### src/rtl/lio_pkg.sv
package lio_pkg;

    typedef enum logic [1:0] {
        ST_IDLE,
        ST_SIDE,
        ST_RESP
    } fsm_t;

    typedef enum logic [3:0] {
        AK_ERR,
        AK_PSTAT,
        AK_PACK,
        AK_PMASK,
        AK_SSTAT,
        AK_SMASK,
        AK_TMR,
        AK_TCTL,
        AK_RIDX,
        AK_RDATA,
        AK_PORTB,
        AK_DMODE1,
        AK_DMODE2,
        AK_DROP
    } kind_t;

    localparam logic [1:0] SZ_BYTE  = 2'd0;
    localparam logic [1:0] SZ_DWORD = 2'd3;

    localparam logic TGT_TMR = 1'b0;
    localparam logic TGT_RTC = 1'b1;

    localparam logic [7:0] OFS_PSTAT  = 8'h20;
    localparam logic [7:0] OFS_PMASK  = 8'h21;
    localparam logic [7:0] OFS_SSTAT  = 8'hA0;
    localparam logic [7:0] OFS_SMASK  = 8'hA1;
    localparam logic [7:0] OFS_TMR0   = 8'h40;
    localparam logic [7:0] OFS_TMR1   = 8'h41;
    localparam logic [7:0] OFS_TMR2   = 8'h42;
    localparam logic [7:0] OFS_TCTL   = 8'h43;
    localparam logic [7:0] OFS_RIDX   = 8'h70;
    localparam logic [7:0] OFS_RDATA  = 8'h71;
    localparam logic [7:0] OFS_PORTB  = 8'h61;
    localparam logic [7:0] OFS_KBD    = 8'h60;
    localparam logic [7:0] OFS_DMODE1 = 8'h0B;
    localparam logic [7:0] OFS_DMODE2 = 8'hD6;
    localparam logic [7:0] OFS_DCMD1  = 8'h08;
    localparam logic [7:0] OFS_DCMD2  = 8'hD0;
    localparam logic [7:0] OFS_DSMK1  = 8'h0A;
    localparam logic [7:0] OFS_DSMK2  = 8'hD4;
    localparam logic [7:0] OFS_DRST1  = 8'h0D;
    localparam logic [7:0] OFS_DRST2  = 8'hDA;
    localparam logic [7:0] OFS_DAMK1  = 8'h0F;
    localparam logic [7:0] OFS_DAMK2  = 8'hDE;

    localparam int SPKR_BIT  = 5;
    localparam int TCTL_IDX  = 3;

endpackage

### src/rtl/lio_decode.sv
module lio_decode
    import lio_pkg::*;
#(
    parameter int                ADDR_W = 16,
    parameter logic [ADDR_W-1:0] BASE   = '0
) (
    input  logic [ADDR_W-1:0] addr,
    input  logic              write,
    input  logic [1:0]        size,
    output kind_t             kind,
    output logic [1:0]        chan
);

    logic [7:0] ofs;
    logic       in_win;

    assign ofs    = addr[7:0];
    assign in_win = (addr[ADDR_W-1:8] == BASE[ADDR_W-1:8]);

    always_comb begin
        kind = AK_ERR;
        chan = ofs[1:0];
        if (!in_win) begin
            kind = AK_ERR;
        end else if (size == SZ_DWORD) begin
            kind = (!write && ofs == OFS_PSTAT) ? AK_PSTAT : AK_ERR;
        end else if (size == SZ_BYTE) begin
            case (ofs)
                OFS_PSTAT:  kind = write ? AK_PACK : AK_PSTAT;
                OFS_PMASK:  kind = AK_PMASK;
                OFS_SSTAT:  kind = write ? AK_DROP : AK_SSTAT;
                OFS_SMASK:  kind = AK_SMASK;
                OFS_TMR0,
                OFS_TMR1,
                OFS_TMR2:   kind = AK_TMR;
                OFS_TCTL:   kind = write ? AK_TCTL : AK_ERR;
                OFS_RIDX:   kind = write ? AK_RIDX : AK_ERR;
                OFS_RDATA:  kind = AK_RDATA;
                OFS_PORTB:  kind = write ? AK_DROP : AK_PORTB;
                OFS_DMODE1: kind = AK_DMODE1;
                OFS_DMODE2: kind = AK_DMODE2;
                OFS_KBD,
                OFS_DCMD1, OFS_DCMD2,
                OFS_DSMK1, OFS_DSMK2,
                OFS_DRST1, OFS_DRST2,
                OFS_DAMK1, OFS_DAMK2:
                            kind = write ? AK_DROP : AK_ERR;
                default:    kind = AK_ERR;
            endcase
        end else begin
            kind = AK_ERR;
        end
    end

endmodule

### src/rtl/lio_pend.sv
module lio_pend #(
    parameter int SRC_N = 8
) (
    input  logic             clk,
    input  logic             rst_n,
    input  logic [SRC_N-1:0] dev_set,
    input  logic [SRC_N-1:0] dev_clr,
    input  logic             ack_en,
    input  logic [3:0]       ack_idx,
    input  logic             mask_we,
    input  logic [SRC_N-1:0] mask_wdata,
    output logic [SRC_N-1:0] pend,
    output logic [SRC_N-1:0] en,
    output logic             irq
);

    logic [SRC_N-1:0] ack_clr;
    logic [SRC_N-1:0] pend_n;
    logic [SRC_N-1:0] en_n;

    for (genvar i = 0; i < SRC_N; i++) begin : g_ack
        assign ack_clr[i] = ack_en && (ack_idx == 4'(i));
    end

    always_comb begin
        pend_n = (pend | dev_set) & ~dev_clr & ~ack_clr;
        en_n   = mask_we ? ~mask_wdata : en;
    end

    always_ff @(posedge clk or negedge rst_n) begin
        if (!rst_n) begin
            pend <= '0;
            en   <= '0;
            irq  <= 1'b0;
        end else begin
            pend <= pend_n;
            en   <= en_n;
            irq  <= |(pend_n & en_n);
        end
    end

endmodule

### src/rtl/lio_ctl.sv
module lio_ctl
    import lio_pkg::*;
(
    input  logic        clk,
    input  logic        rst_n,
    input  logic        req_valid,
    input  logic        req_write,
    input  kind_t       kind,
    input  logic [1:0]  chan,
    input  logic [7:0]  req_wdata,
    input  logic [7:0]  rtc_idx,
    input  logic [7:0]  loc_rdata,
    input  logic        side_ack,
    input  logic [7:0]  side_rdata,
    output logic        req_ready,
    output logic        accept,
    output logic        side_req,
    output logic        side_tgt,
    output logic        side_we,
    output logic [7:0]  side_idx,
    output logic [7:0]  side_wdata,
    output logic        rsp_valid,
    output logic        rsp_err,
    output logic [63:0] rsp_rdata
);

    fsm_t       state;
    fsm_t       state_n;
    logic       is_side;
    logic [7:0] data_q;

    assign is_side = (kind == AK_TMR) || (kind == AK_TCTL) || (kind == AK_RDATA);
    assign accept  = req_valid && (state == ST_IDLE);

    // state register
    always_ff @(posedge clk or negedge rst_n) begin
        if (!rst_n) state <= ST_IDLE;
        else        state <= state_n;
    end

    // transitions
    always_comb begin
        state_n = state;
        unique case (state)
            ST_IDLE: if (accept) state_n = is_side ? ST_SIDE : ST_RESP;
            ST_SIDE: if (side_ack) state_n = ST_RESP;
            ST_RESP: state_n = ST_IDLE;
            default: state_n = ST_IDLE;
        endcase
    end

    // outputs
    always_comb begin
        req_ready = (state == ST_IDLE);
        side_req  = (state == ST_SIDE);
        rsp_valid = (state == ST_RESP);
        rsp_rdata = {56'd0, data_q};
    end

    always_ff @(posedge clk or negedge rst_n) begin
        if (!rst_n) begin
            data_q     <= '0;
            rsp_err    <= 1'b0;
            side_tgt   <= TGT_TMR;
            side_we    <= 1'b0;
            side_idx   <= '0;
            side_wdata <= '0;
        end else if (accept) begin
            rsp_err    <= (kind == AK_ERR);
            data_q     <= (req_write || kind == AK_ERR) ? 8'h00 : loc_rdata;
            side_tgt   <= (kind == AK_RDATA) ? TGT_RTC : TGT_TMR;
            side_we    <= req_write;
            side_wdata <= req_wdata;
            if (kind == AK_RDATA)     side_idx <= rtc_idx;
            else if (kind == AK_TCTL) side_idx <= 8'(TCTL_IDX);
            else                      side_idx <= {6'd0, chan};
        end else if (state == ST_SIDE && side_ack && !side_we) begin
            data_q <= side_rdata;
        end
    end

endmodule

### src/rtl/lio_irq_agg.sv
module lio_irq_agg
    import lio_pkg::*;
#(
    parameter int                ADDR_W = 16,
    parameter logic [ADDR_W-1:0] BASE   = 16'h0100,
    parameter int                SRC_N  = 8
) (
    input  logic              clk,
    input  logic              rst_n,
    input  logic              req_valid,
    output logic              req_ready,
    input  logic              req_write,
    input  logic [ADDR_W-1:0] req_addr,
    input  logic [1:0]        req_size,
    input  logic [7:0]        req_wdata,
    output logic              rsp_valid,
    output logic              rsp_err,
    output logic [63:0]       rsp_rdata,
    input  logic [SRC_N-1:0]  dev_set,
    input  logic [SRC_N-1:0]  dev_clr,
    output logic              irq_out,
    input  logic              tmr2_high,
    output logic              side_req,
    output logic              side_tgt,
    output logic              side_we,
    output logic [7:0]        side_idx,
    output logic [7:0]        side_wdata,
    input  logic              side_ack,
    input  logic [7:0]        side_rdata
);

    kind_t            kind;
    logic [1:0]       chan;
    logic             accept;
    logic             wr_acc;
    logic             pmask_we;
    logic             pack_en;
    logic [SRC_N-1:0] pend_q;
    logic [SRC_N-1:0] en_q;
    logic [7:0]       smask_q;
    logic [7:0]       mode1_q;
    logic [7:0]       mode2_q;
    logic [7:0]       rtc_idx_q;
    logic [7:0]       loc_rdata;

    lio_decode #(.ADDR_W(ADDR_W), .BASE(BASE)) u_dec (
        .addr  (req_addr),
        .write (req_write),
        .size  (req_size),
        .kind  (kind),
        .chan  (chan)
    );

    assign wr_acc   = accept && req_write;
    assign pmask_we = wr_acc && (kind == AK_PMASK);
    assign pack_en  = wr_acc && (kind == AK_PACK);

    lio_pend #(.SRC_N(SRC_N)) u_pend (
        .clk        (clk),
        .rst_n      (rst_n),
        .dev_set    (dev_set),
        .dev_clr    (dev_clr),
        .ack_en     (pack_en),
        .ack_idx    (req_wdata[3:0]),
        .mask_we    (pmask_we),
        .mask_wdata (req_wdata[SRC_N-1:0]),
        .pend       (pend_q),
        .en         (en_q),
        .irq        (irq_out)
    );

    always_ff @(posedge clk or negedge rst_n) begin
        if (!rst_n) begin
            smask_q   <= '0;
            mode1_q   <= '0;
            mode2_q   <= '0;
            rtc_idx_q <= '0;
        end else if (wr_acc) begin
            if (kind == AK_SMASK)  smask_q   <= req_wdata;
            if (kind == AK_DMODE1) mode1_q   <= req_wdata;
            if (kind == AK_DMODE2) mode2_q   <= req_wdata;
            if (kind == AK_RIDX)   rtc_idx_q <= req_wdata;
        end
    end

    always_comb begin
        loc_rdata = 8'h00;
        case (kind)
            AK_PSTAT:  loc_rdata = 8'(pend_q);
            AK_PMASK:  loc_rdata = 8'(~en_q);
            AK_SMASK:  loc_rdata = smask_q;
            AK_PORTB:  loc_rdata = tmr2_high ? 8'(1 << SPKR_BIT) : 8'h00;
            AK_DMODE1: loc_rdata = mode1_q;
            AK_DMODE2: loc_rdata = mode2_q;
            default:   loc_rdata = 8'h00;
        endcase
    end

    lio_ctl u_ctl (
        .clk        (clk),
        .rst_n      (rst_n),
        .req_valid  (req_valid),
        .req_write  (req_write),
        .kind       (kind),
        .chan       (chan),
        .req_wdata  (req_wdata),
        .rtc_idx    (rtc_idx_q),
        .loc_rdata  (loc_rdata),
        .side_ack   (side_ack),
        .side_rdata (side_rdata),
        .req_ready  (req_ready),
        .accept     (accept),
        .side_req   (side_req),
        .side_tgt   (side_tgt),
        .side_we    (side_we),
        .side_idx   (side_idx),
        .side_wdata (side_wdata),
        .rsp_valid  (rsp_valid),
        .rsp_err    (rsp_err),
        .rsp_rdata  (rsp_rdata)
    );

endmodule

### config.mk
export PLATFORM = sky130hd
export DESIGN_NAME = lio_irq_agg
export DESIGN_NICKNAME = d
export VERILOG_FILES = /design/src/rtl/lio_pkg.sv /design/src/rtl/lio_decode.sv /design/src/rtl/lio_pend.sv /design/src/rtl/lio_ctl.sv /design/src/rtl/lio_irq_agg.sv
export SDC_FILE = /design/constraint.sdc
export NUM_CORES = 1
export LEC_CHECK = 0
export ABC_CLOCK_PERIOD_IN_PS = 7000
export CORE_ASPECT_RATIO = 0.8
export CORE_MARGIN = 5
export CORE_UTILIZATION = 51
export DETAILED_ROUTE_END_ITERATION = 8
export MAX_ROUTING_LAYER = met4
export PLACE_DENSITY = 0.85
export SKIP_CTS_REPAIR_TIMING = 1
export SLEW_MARGIN = 5
export SYNTH_ARGS = -nofsm -noshare
export SYNTH_HDL_FRONTEND = slang
export SYNTH_SLANG_ARGS = --single-unit
### constraint.sdc
create_clock -name clk -period 7 [get_ports clk]
set_clock_uncertainty 0.15 [all_clocks]
set_input_delay 1.05 -clock clk [delete_from_list [all_inputs] [get_ports clk]]
set_output_delay 1.05 -clock clk [all_outputs]
set_load 0.02 [all_outputs]
* Word level (Yosys, flattened, before mapping)
Cells that the tools add are included.
** Operators by class
- $lt $le $gt $ge :: 0
- Muxes and demuxes :: 24
- Shift operators :: 0
- Multiply operators :: 0
- Equality and inequality tests :: 46
- Reduce and logical (&&, ||, !) cells :: 33
- Add/subtract/negate cells :: 0
- Bitwise gates (word level) :: 8
- Divide/modulo/power cells :: 0
** Operators with widths (count)
- $eq A8 B7 Y1 const B :: 8
- $eq A8 B8 Y1 const B :: 7
- $pmux W4 S12 :: 1
- $pmux W8 S6 :: 1
- $eq A8 B4 Y1 const B :: 5
- $mux W8 :: 5
- $not A8 Y8 :: 4
- $eq A4 B3 Y1 const B :: 7
- $and A8 B8 Y8 :: 3
- $mux W4 :: 6
- $eq A4 B4 Y1 const B :: 5
- $eq A4 B2 Y1 const B :: 4
- $eq A8 B6 Y1 const B :: 2
- $logic_and A1 B1 Y1 :: 15
- $mux W2 :: 5
- $reduce_and A2 Y1 :: 5
- $reduce_or A9 Y1 :: 1
- $eq A4 B1 Y1 const B :: 2
- $eq A8 B1 Y1 const B :: 1
- $logic_not A4 Y1 :: 2
- $or A8 B8 Y8 :: 1
- $reduce_or A8 Y1 :: 1
- $mux W3 :: 2
- $mux W6 :: 1
- 10 further kinds :: 17
** Storage, ports and cells
- Register bits after elaboration :: 78
- Memories kept :: 0
- Word-level logic and storage cells :: 125
- Input bits :: 56
- Memory bits (read-only) :: 0
- Memory bits (writable) :: 0
- Latch bits :: 0

* Depth between registers and ports, before layout
Gate-level depths: netlist of the first run.
- Depth in word-level cells :: 13
- Mapped depth :: 11
- Gate-level depth less buffers :: 8

* Cells and area by module
A second synthesis of the first run with hierarchy kept.
** Second synthesis, totals
- Cell total of the unflattened synthesis :: 459
- Area, all modules :: 4628.2 um^2
** Modules (own cells, without submodules)
- lio_ctl :: instances 1, area an instance 1730.4 um^2, cells an instance 175
- lio_irq_agg :: instances 1, area an instance 1677.9 um^2, cells an instance 136
- lio_pend :: instances 1, area an instance 738.2 um^2, cells an instance 69
- lio_decode :: instances 1, area an instance 481.7 um^2, cells an instance 79

* Worst setup path before layout of the first run
Ideal clock, no wire load.
- Path type :: input port to flip-flop
- Start point :: in req_addr[5]
- End point :: reg mode1_q[0]
- Setup time :: 125 ps
- Stages on the path :: 10
- Data arrival time :: 3703 ps
- Buffers on the path :: 3
- Data required time :: 6725 ps
- Path slack :: 3022 ps
- Cell sequence :: buf_4 -> or4b_4 -> a2111oi_4 -> or4b_1 -> a2111o_1 -> buf_6 -> a2111o_1 -> or3_1 -> buf_6 -> mux2_4
** Between the ends
- Longest elaborated chain between the ends :: 8
- Elaborated cells between the ends (all ways) :: 32
- Classes of those cells :: 23 x eq/ne; 5 x mux; 4 x reduce/logical
** Ends and longest elaborated chain
- from (decl) :: line lio_irq_agg.sv:13 : input logic [ADDR_W-1:0] req_addr,
- $eq A8 B7 Y1 (tied with other cells) :: line lio_decode.sv:28 : case (ofs)
- $reduce_or A9 Y1 or $reduce_or A3 Y1 (tied branches) :: line lio_decode.sv:28
- $pmux W4 S12 :: line lio_decode.sv:28
- $mux W4 :: line lio_decode.sv:27 : end else if (size == SZ_BYTE) begin
- $mux W4 * :: line lio_decode.sv:25 : end else if (size == SZ_DWORD) begin
- $mux W4 * :: line lio_decode.sv:23 : if (!in_win) begin
- $eq A4 B4 Y1 * :: line lio_irq_agg.sv:80 : if (kind == AK_DMODE1) mode1_q <= req_wdata;
- $reduce_and A2 Y1 (no line) *
- to (signal assigned) :: line lio_irq_agg.sv:80
- to (decl) :: line lio_irq_agg.sv:41 : logic [7:0] mode1_q;
Mark *: on every way between the ends. The rest lies on a longest branch, timed or not.
A chain may end at the register's enable or synchronous reset.

* Worst setup path in the final report of the first run
- Start point :: in req_addr[1]
- End point :: reg smask_q[3]
** Between the ends
- Longest elaborated chain between the ends :: 8
- Elaborated cells between the ends (all ways) :: 32
- Classes of those cells :: 23 x eq/ne; 5 x mux; 4 x reduce/logical
** Ends and longest elaborated chain
- $eq A8 B7 Y1 (tied with other cells) :: line lio_decode.sv:28
- $reduce_or A9 Y1 or $reduce_or A3 Y1 (tied branches) :: line lio_decode.sv:28
- $pmux W4 S12 :: line lio_decode.sv:28
- $mux W4 :: line lio_decode.sv:27
- $mux W4 * :: line lio_decode.sv:25
- $mux W4 * :: line lio_decode.sv:23
- $eq A4 B3 Y1 * :: line lio_irq_agg.sv:79 : if (kind == AK_SMASK) smask_q <= req_wdata;
- $reduce_and A2 Y1 (no line) *
- to (signal assigned) :: line lio_irq_agg.sv:79
- to (decl) :: line lio_irq_agg.sv:40 : logic [7:0] smask_q;
Marked as above.

==> impl_metrics.ini, run 1 <==
[timing]
finalCriticalPeriod_ps = 4853
setup_viol = 0
period_share_pct = 69.33
hold_violations = 0
slew_headroom_pct = 25.47
tightestPinTransition_ps = 1118
rsz0062_at_grt = false
final_max_slew_viol_count = 0
finalSetupTns_ps = 0
max_freq_ghz = 0.2061

[global_routing]
overflow = 0
grt_max_degree = 79
busiest_layer = met2
gr-usage-met2_pct = 33.24
grt_pass1_wl_mm = 19.98
grt_pass1_vias = 3768
use_met3_pct = 6.110
antenna_found_initial = 0
grt_use_met1_pct = 30.97
track_usage_pct = 22.70

[floorplanning]
pin_count = 143
dieArea_um2 = 11310
rows = 31
start_util_pct = 52.35
coreArea_um2 = 9037
dieWidth_um = 117.7
die_height_um = 96.15

[worst_setup_path]
cp-startpoint = req_addr[1]
timing.rr.start = u_ctl.state[0]$_DFFE_PN0P_
path_max_fanout = 14
path_delay_family = simple AND/OR/NAND/NOR gates
r2r_cells = 9
path_buf_inv = 1
critPathMaxStageDelay_ps = 820
required_ps = 7060
path_class = input port to register
setup.worst_path.end_class = register
cp-endpoint = smask_q[3]$_DFFE_PN0P_
path_cells = clkdlybuf4s50_1 > or4b_2 > nor3_2 > and2_1 > o2bb2ai_1 > o21bai_1 > nor3_2 > and2_1 > mux2_2
cp-start-kind = input port
cp.depth = 9
cp.arrival_ps = 4920
reg2reg_slack_ps = 3690
r2r_end = u_pend.irq$_DFF_PN0_
critPathSlowestCell = or4b_2

[min_path]
hold_path_class = register to register
hold_start = u_ctl.side_idx[1]$_DFFE_PN0P_

[logic_synthesis]
synth.avg_cell_area_um2 = 10.35
synth-async-reset-ratio_pct = 100.0
synth-seq-cells = 78
seq_area_frac_synth_pct = 41.26
postSynthCellCount = 457
synth_edf_count = 0
syn_area_um2 = 4731
synthFlopType = dfrtp_1
synth_cell_types = 69
synth_warnings = 0

[placement]
dpl.hpwl_mm = 9.184
post_dp_cell_area_um2 = 5404
port_buffers = 86
gp_congestion = 0.9087

[routing]
vias = 3809
drtAntennaViolNets = 0
routedWlPerCell_um = 19.21
dr.pass1.iters = 7
drt_iter0_markers = 372
drc = 0
wl_mm = 12.53
post_drt_via_cell_ratio = 5.842

[flow_run]
cap_violations = 0

[clock_network]
cts_buffers = 9
cts_sinks = 78
clk_latency_ps = 330
clockBufferDepth = 2
path_clk_slew_ps = 60
htreeDepth = 3
root_buffer = clkbuf_16
cts_tree = yes

[pwr]
static-leakage-power_nw = 2.536
peakVddDrop_uv = 180.5
p_per_area_nw_per_um2 = 216.8

[layout]
stdcell_area_um2 = 5763
diodes = 0
fin_nets = 589
fin_util_pct = 63.77
fillers = 717
syn2layout_area_growth_pct = 21.82
drive_gt1_share_pct = 13.97

[run_status]
status = complete, no violations
[worst min-delay path, cell delays in order, from the launching register on]
cell,delay (ps)
dfrtp_1,350
nand2_1,50
o21ai_0,60
[per-layer routing]
metal | vias up | wire length (µm)
met4 | 0 | 180
met5 | - | 0
met2 | 215 | 5491
met3 | 19 | 1260
li1 | 1730 | -
met1 | 1845 | 5594
[flip-flops by register name, indices dropped and copies added (netlist names)]
| name | cells |
|---|---|
| u_ctl.side_idx | 8 |
| u_pend.pend | 8 |
| u_ctl.side_tgt | 1 |
| u_ctl.side_we | 1 |
| u_ctl.state | 2 |
| u_ctl.rsp_err | 1 |
| mode2_q | 8 |
| u_pend.en | 8 |
| rtc_idx_q | 8 |
| u_pend.irq | 1 |
| u_ctl.data_q | 8 |
| u_ctl.side_wdata | 8 |
| smask_q | 8 |
| mode1_q | 8 |
[cells in the mapped netlist (all sizes together) (3+ instances only)]
library cell / instances / area [µm²]
nand3: 4 / 20.02
nor3: 10 / 70.07
a21oi: 16 / 80.08
mux2: 42 / 503.0
clkbuf: 10 / 37.54
nor3b: 5 / 37.54
mux2i: 8 / 80.08
a21o: 4 / 37.53
a22oi: 4 / 30.03
a221oi: 9 / 78.83
o21bai: 10 / 75.07
nand4: 5 / 31.28
nor2: 17 / 63.81
buf: 67 / 505.5
nor2b: 6 / 37.54
or4b: 4 / 43.79
a222oi: 6 / 60.06
inv: 14 / 52.55
a2bb2oi: 7 / 61.31
and2: 3 / 18.77
o31ai: 4 / 30.03
nand2: 47 / 176.4
nor4: 6 / 52.55
o21ai: 11 / 55.05
a2111oi: 5 / 83.83
o21a: 8 / 60.06
a31oi: 4 / 25.02
dfrtp: 78 / 1952
[kinds of logic after synthesis]
family | after synthesis | synth area share (%)
buf+inv | 91 | 12.59
xor+xnor | 3 | 0.5555
other cells | 1 | 0.07927
simple gates | 128 | 15.29
compound gates | 106 | 17.91
mux | 50 | 12.33
flops | 78 | 41.26
[where the power goes]
group          switching (mW)  leakage, nW  total, mW  internal, mW
combinational           0.120         1.37      0.208        0.0876
sequential             0.0117        0.991      0.483         0.471
clock                   0.176        0.176      0.559         0.383
total                   0.308         2.54       1.25         0.942
[worst min-delay path by stage]
stage,end,slack [ps],cells after the start
final,u_ctl.side_idx[1]$_DFFE_PN0P_,340,2
after global routing,u_ctl.side_idx[0]$_DFFE_PN0P_,360,2
after CTS,u_ctl.side_idx[1]$_DFFE_PN0P_,340,2
after detailed placement,u_ctl.side_idx[0]$_DFFE_PN0P_,320,2
after global placement,u_ctl.rsp_err$_DFFE_PN0P_,320,2
after floorplan,smask_q[5]$_DFFE_PN0P_,320,1
[stage by stage]
stage	setup slack, ps	total power, mW	hold slack [ps]	std cells
floorplan	3022	0.6254	321.4	512
global placement	1842	0.6928	316.3	637
detailed placement	1847	0.6957	322.1	637
CTS	2191	1.260	340.5	652
global route	1730	1.296	361.2	652
finish	2147	1.250	336.7	652
[cells in the final DEF (no fill, tap or decap), types with 4 or more instances in the layout]
master and n:
a21oi_1 16, bufinv_16 4, a221oi_1 9, nor3_1 6, nand4_1 5, mux2i_1 8, nor4_1 5, nor3_2 4
nand2_1 47, a22oi_1 4, nor2b_1 6, a2bb2oi_1 7, o31ai_1 4, clkbuf_16 9, o21ai_0 11, nand3_1 4
a31oi_1 4, mux2_2 34, a222oi_1 6, conb_1 56, nor3b_1 5, mux2_4 8, dfrtp_1 78, inv_1 14
o21bai_1 10, o21a_1 8, clkdlybuf4s50_1 85, nor2_1 17
[final cells by class]
class	instances	area, µm²	area share (%)
inverter	14	52.55	0.9119
clock inverter	6	133.9	2.323
sequential	78	1952	33.87
timing repair buffer	87	865.8	15.02
clock buffer	9	225.2	3.908
tap	115	143.9	2.497
multi-input combinational	343	2390	41.47
Note: power is estimated with default switching activity, not from simulation.
==> inputs of run 2 (changes only) <==
--- a/config.mk
+++ b/config.mk
@@ -5,13 +5,13 @@
 export SDC_FILE = /design/constraint.sdc
 export NUM_CORES = 1
 export LEC_CHECK = 0
-export ABC_CLOCK_PERIOD_IN_PS = 7000
+export ABC_CLOCK_PERIOD_IN_PS = 3930
 export CORE_ASPECT_RATIO = 0.8
 export CORE_MARGIN = 5
-export CORE_UTILIZATION = 51
+export CORE_UTILIZATION = 43
 export DETAILED_ROUTE_END_ITERATION = 8
 export MAX_ROUTING_LAYER = met4
-export PLACE_DENSITY = 0.85
+export PLACE_DENSITY = 0.76
 export SKIP_CTS_REPAIR_TIMING = 1
 export SLEW_MARGIN = 5
 export SYNTH_ARGS = -nofsm -noshare
==> constraint.sdc (replaced) <==
create_clock -name clk -period 3.93 [get_ports clk]
set_clock_uncertainty 0.15 [all_clocks]
set_input_delay 0.5895 -clock clk [delete_from_list [all_inputs] [get_ports clk]]
set_output_delay 0.5895 -clock clk [all_outputs]
set_load 0.02 [all_outputs]
==> impl_metrics.ini, run 2 (same netlist as run 1, synthesis figures left out) <==
[run_status]
status = complete, no violations

[timing]
tightestPinTransition_ps = 962.3
period_share_pct = 96.70
max_freq_ghz = 0.2631
finalCriticalPeriod_ps = 3800
hold_violations = 0
rsz0062_at_grt = false
slew_headroom_pct = 35.85
worst_slack_ps = 129.5
finalSetupTns_ps = 0
setup_viol = 0
final_max_slew_viol_count = 0

[floorplanning]
pin_count = 143
die_height_um = 103.8
rows = 34
dieWidth_um = 127.3
coreArea_um2 = 10810
dieArea_um2 = 13210
start_util_pct = 43.78

[layout]
layout_common_cells = clkdlybuf4s50_1 (85), dfrtp_1 (78), buf_4 (68)
fin_util_pct = 58.63
final_cells = 750
diodes = 0
syn2layout_area_growth_pct = 33.91
fillers = 924
final_common_cell = clkdlybuf4s50_1
drive_gt1_share_pct = 24.26
multi_input_area_um2 = 2411
seq_area_um2 = 1952
fin_nets = 657

[worst_setup_path]
path_cells = clkdlybuf4s50_1 > or3b_1 > or4_1 > or4b_1 > a2111o_1 > buf_4 > a2111oi_1 > buf_4 > a31oi_1 > a22oi_1 > nand4_1
path_max_fanout = 5
critPathMaxStageDelay_ps = 590
cp-start-kind = input port
path_buf_inv = 3
timing.rr.start = u_ctl.state[1]$_DFFE_PN0P_
path_class = input port to register
critPathSlowestCell = clkdlybuf4s50_1
required_ps = 3980
setup.worst_path.end_class = register
cp.arrival_ps = 3850
r2r_cells = 9
path_delay_family = compound AO/OA/AOI/OAI gates
reg2reg_slack_ps = 1070
r2r_end = u_pend.irq$_DFF_PN0_
crit_top_cell = buf_4

[routing]
post_drt_via_cell_ratio = 5.336
drc = 0
vias = 4002
dr.pass1.iters = 5
routedWlPerCell_um = 17.33
drt_iter0_markers = 259
drtAntennaViolNets = 0
wl_mm = 13.00

[clock_network]
htreeDepth = 3
cts_sinks = 78
clk_latency_ps = 330
path_clk_slew_ps = 60
cts_tree = yes
root_buffer = clkbuf_16
cts_buffers = 9
clockBufferDepth = 2

[placement]
dpl.hpwl_mm = 10.12
place_ws_ps = -243.0
gp_congestion = 0.9521
placed_cells = 734
port_buffers = 86

[global_routing]
track_usage_pct = 20.06
antenna_found_initial = 0
grt_pass1_wl_mm = 20.87
grt_pass1_vias = 3937
overflow = 0
grt_max_degree = 79

[flow_run]
cap_violations = 0

[pwr]
static-leakage-power_nw = 2.867
p_per_area_nw_per_um2 = 345.7
peakVddDrop_uv = 371.4

[min_path]
hold_path_class = input port to async pin
[run 2: cell type report]
cell class | count | share of cell area [%]
clock buffers | 10 | 3.614
clock inverters | 6 | 1.718
inverters | 14 | 0.8295
multi-input cells | 343 | 38.06
flip-flops and latches | 78 | 30.81
well taps | 144 | 2.844
repair buffers | 155 | 22.12
[run 2: worst max-delay path by stage]
stage / from / slack (ps) / endpoint / depth (start not counted)
after global routing: req_addr[4] / 10 / rtc_idx_q[5]$_DFFE_PN0P_ / 11
after global placement: req_addr[7] / -170 / u_pend.irq$_DFF_PN0_ / 11
after floorplan: req_addr[5] / 410 / mode1_q[0]$_DFFE_PN0P_ / 10
after detailed placement: req_addr[7] / -240 / u_ctl.data_q[3]$_DFFE_PN0P_ / 9
after CTS: req_addr[7] / 100 / u_ctl.data_q[1]$_DFFE_PN0P_ / 9
final: req_addr[7] / 130 / u_pend.irq$_DFF_PN0_ / 11
[run 2: metal layers]
| layer | up-vias | track usage [%] | part of all wire, % |
|---|---|---|---|
| li1 | 1870 | - | - |
| met1 | 1924 | 29.09 | 46 |
| met2 | 195 | 28.21 | 43 |
| met3 | 13 | 5.453 | 9.6 |
| met4 | 0 | 4.058 | 0.75 |
| met5 | - | - | 0 |
[run 2: power by group]
part | switching, mW | total [mW] | internal (mW)
clock network | 0.317 | 0.937 | 0.620
registers | 0.0222 | 0.861 | 0.839
logic | 0.218 | 0.391 | 0.173
total | 0.557 | 2.19 | 1.63
[run 2: per-stage QoR]
| step | hold WS, ps | power (mW) | cell area [µm²] |
|---|---|---|---|
| after floorplan | 143.9 | 1.114 | 4937 |
| after global placement | 312.8 | 1.258 | 5976 |
| after detailed placement | 325.6 | 1.262 | 5976 |
| after CTS | 286.9 | 2.209 | 6314 |
| after global routing | 335.0 | 2.281 | 6335 |
| final | 262.2 | 2.190 | 6335 |
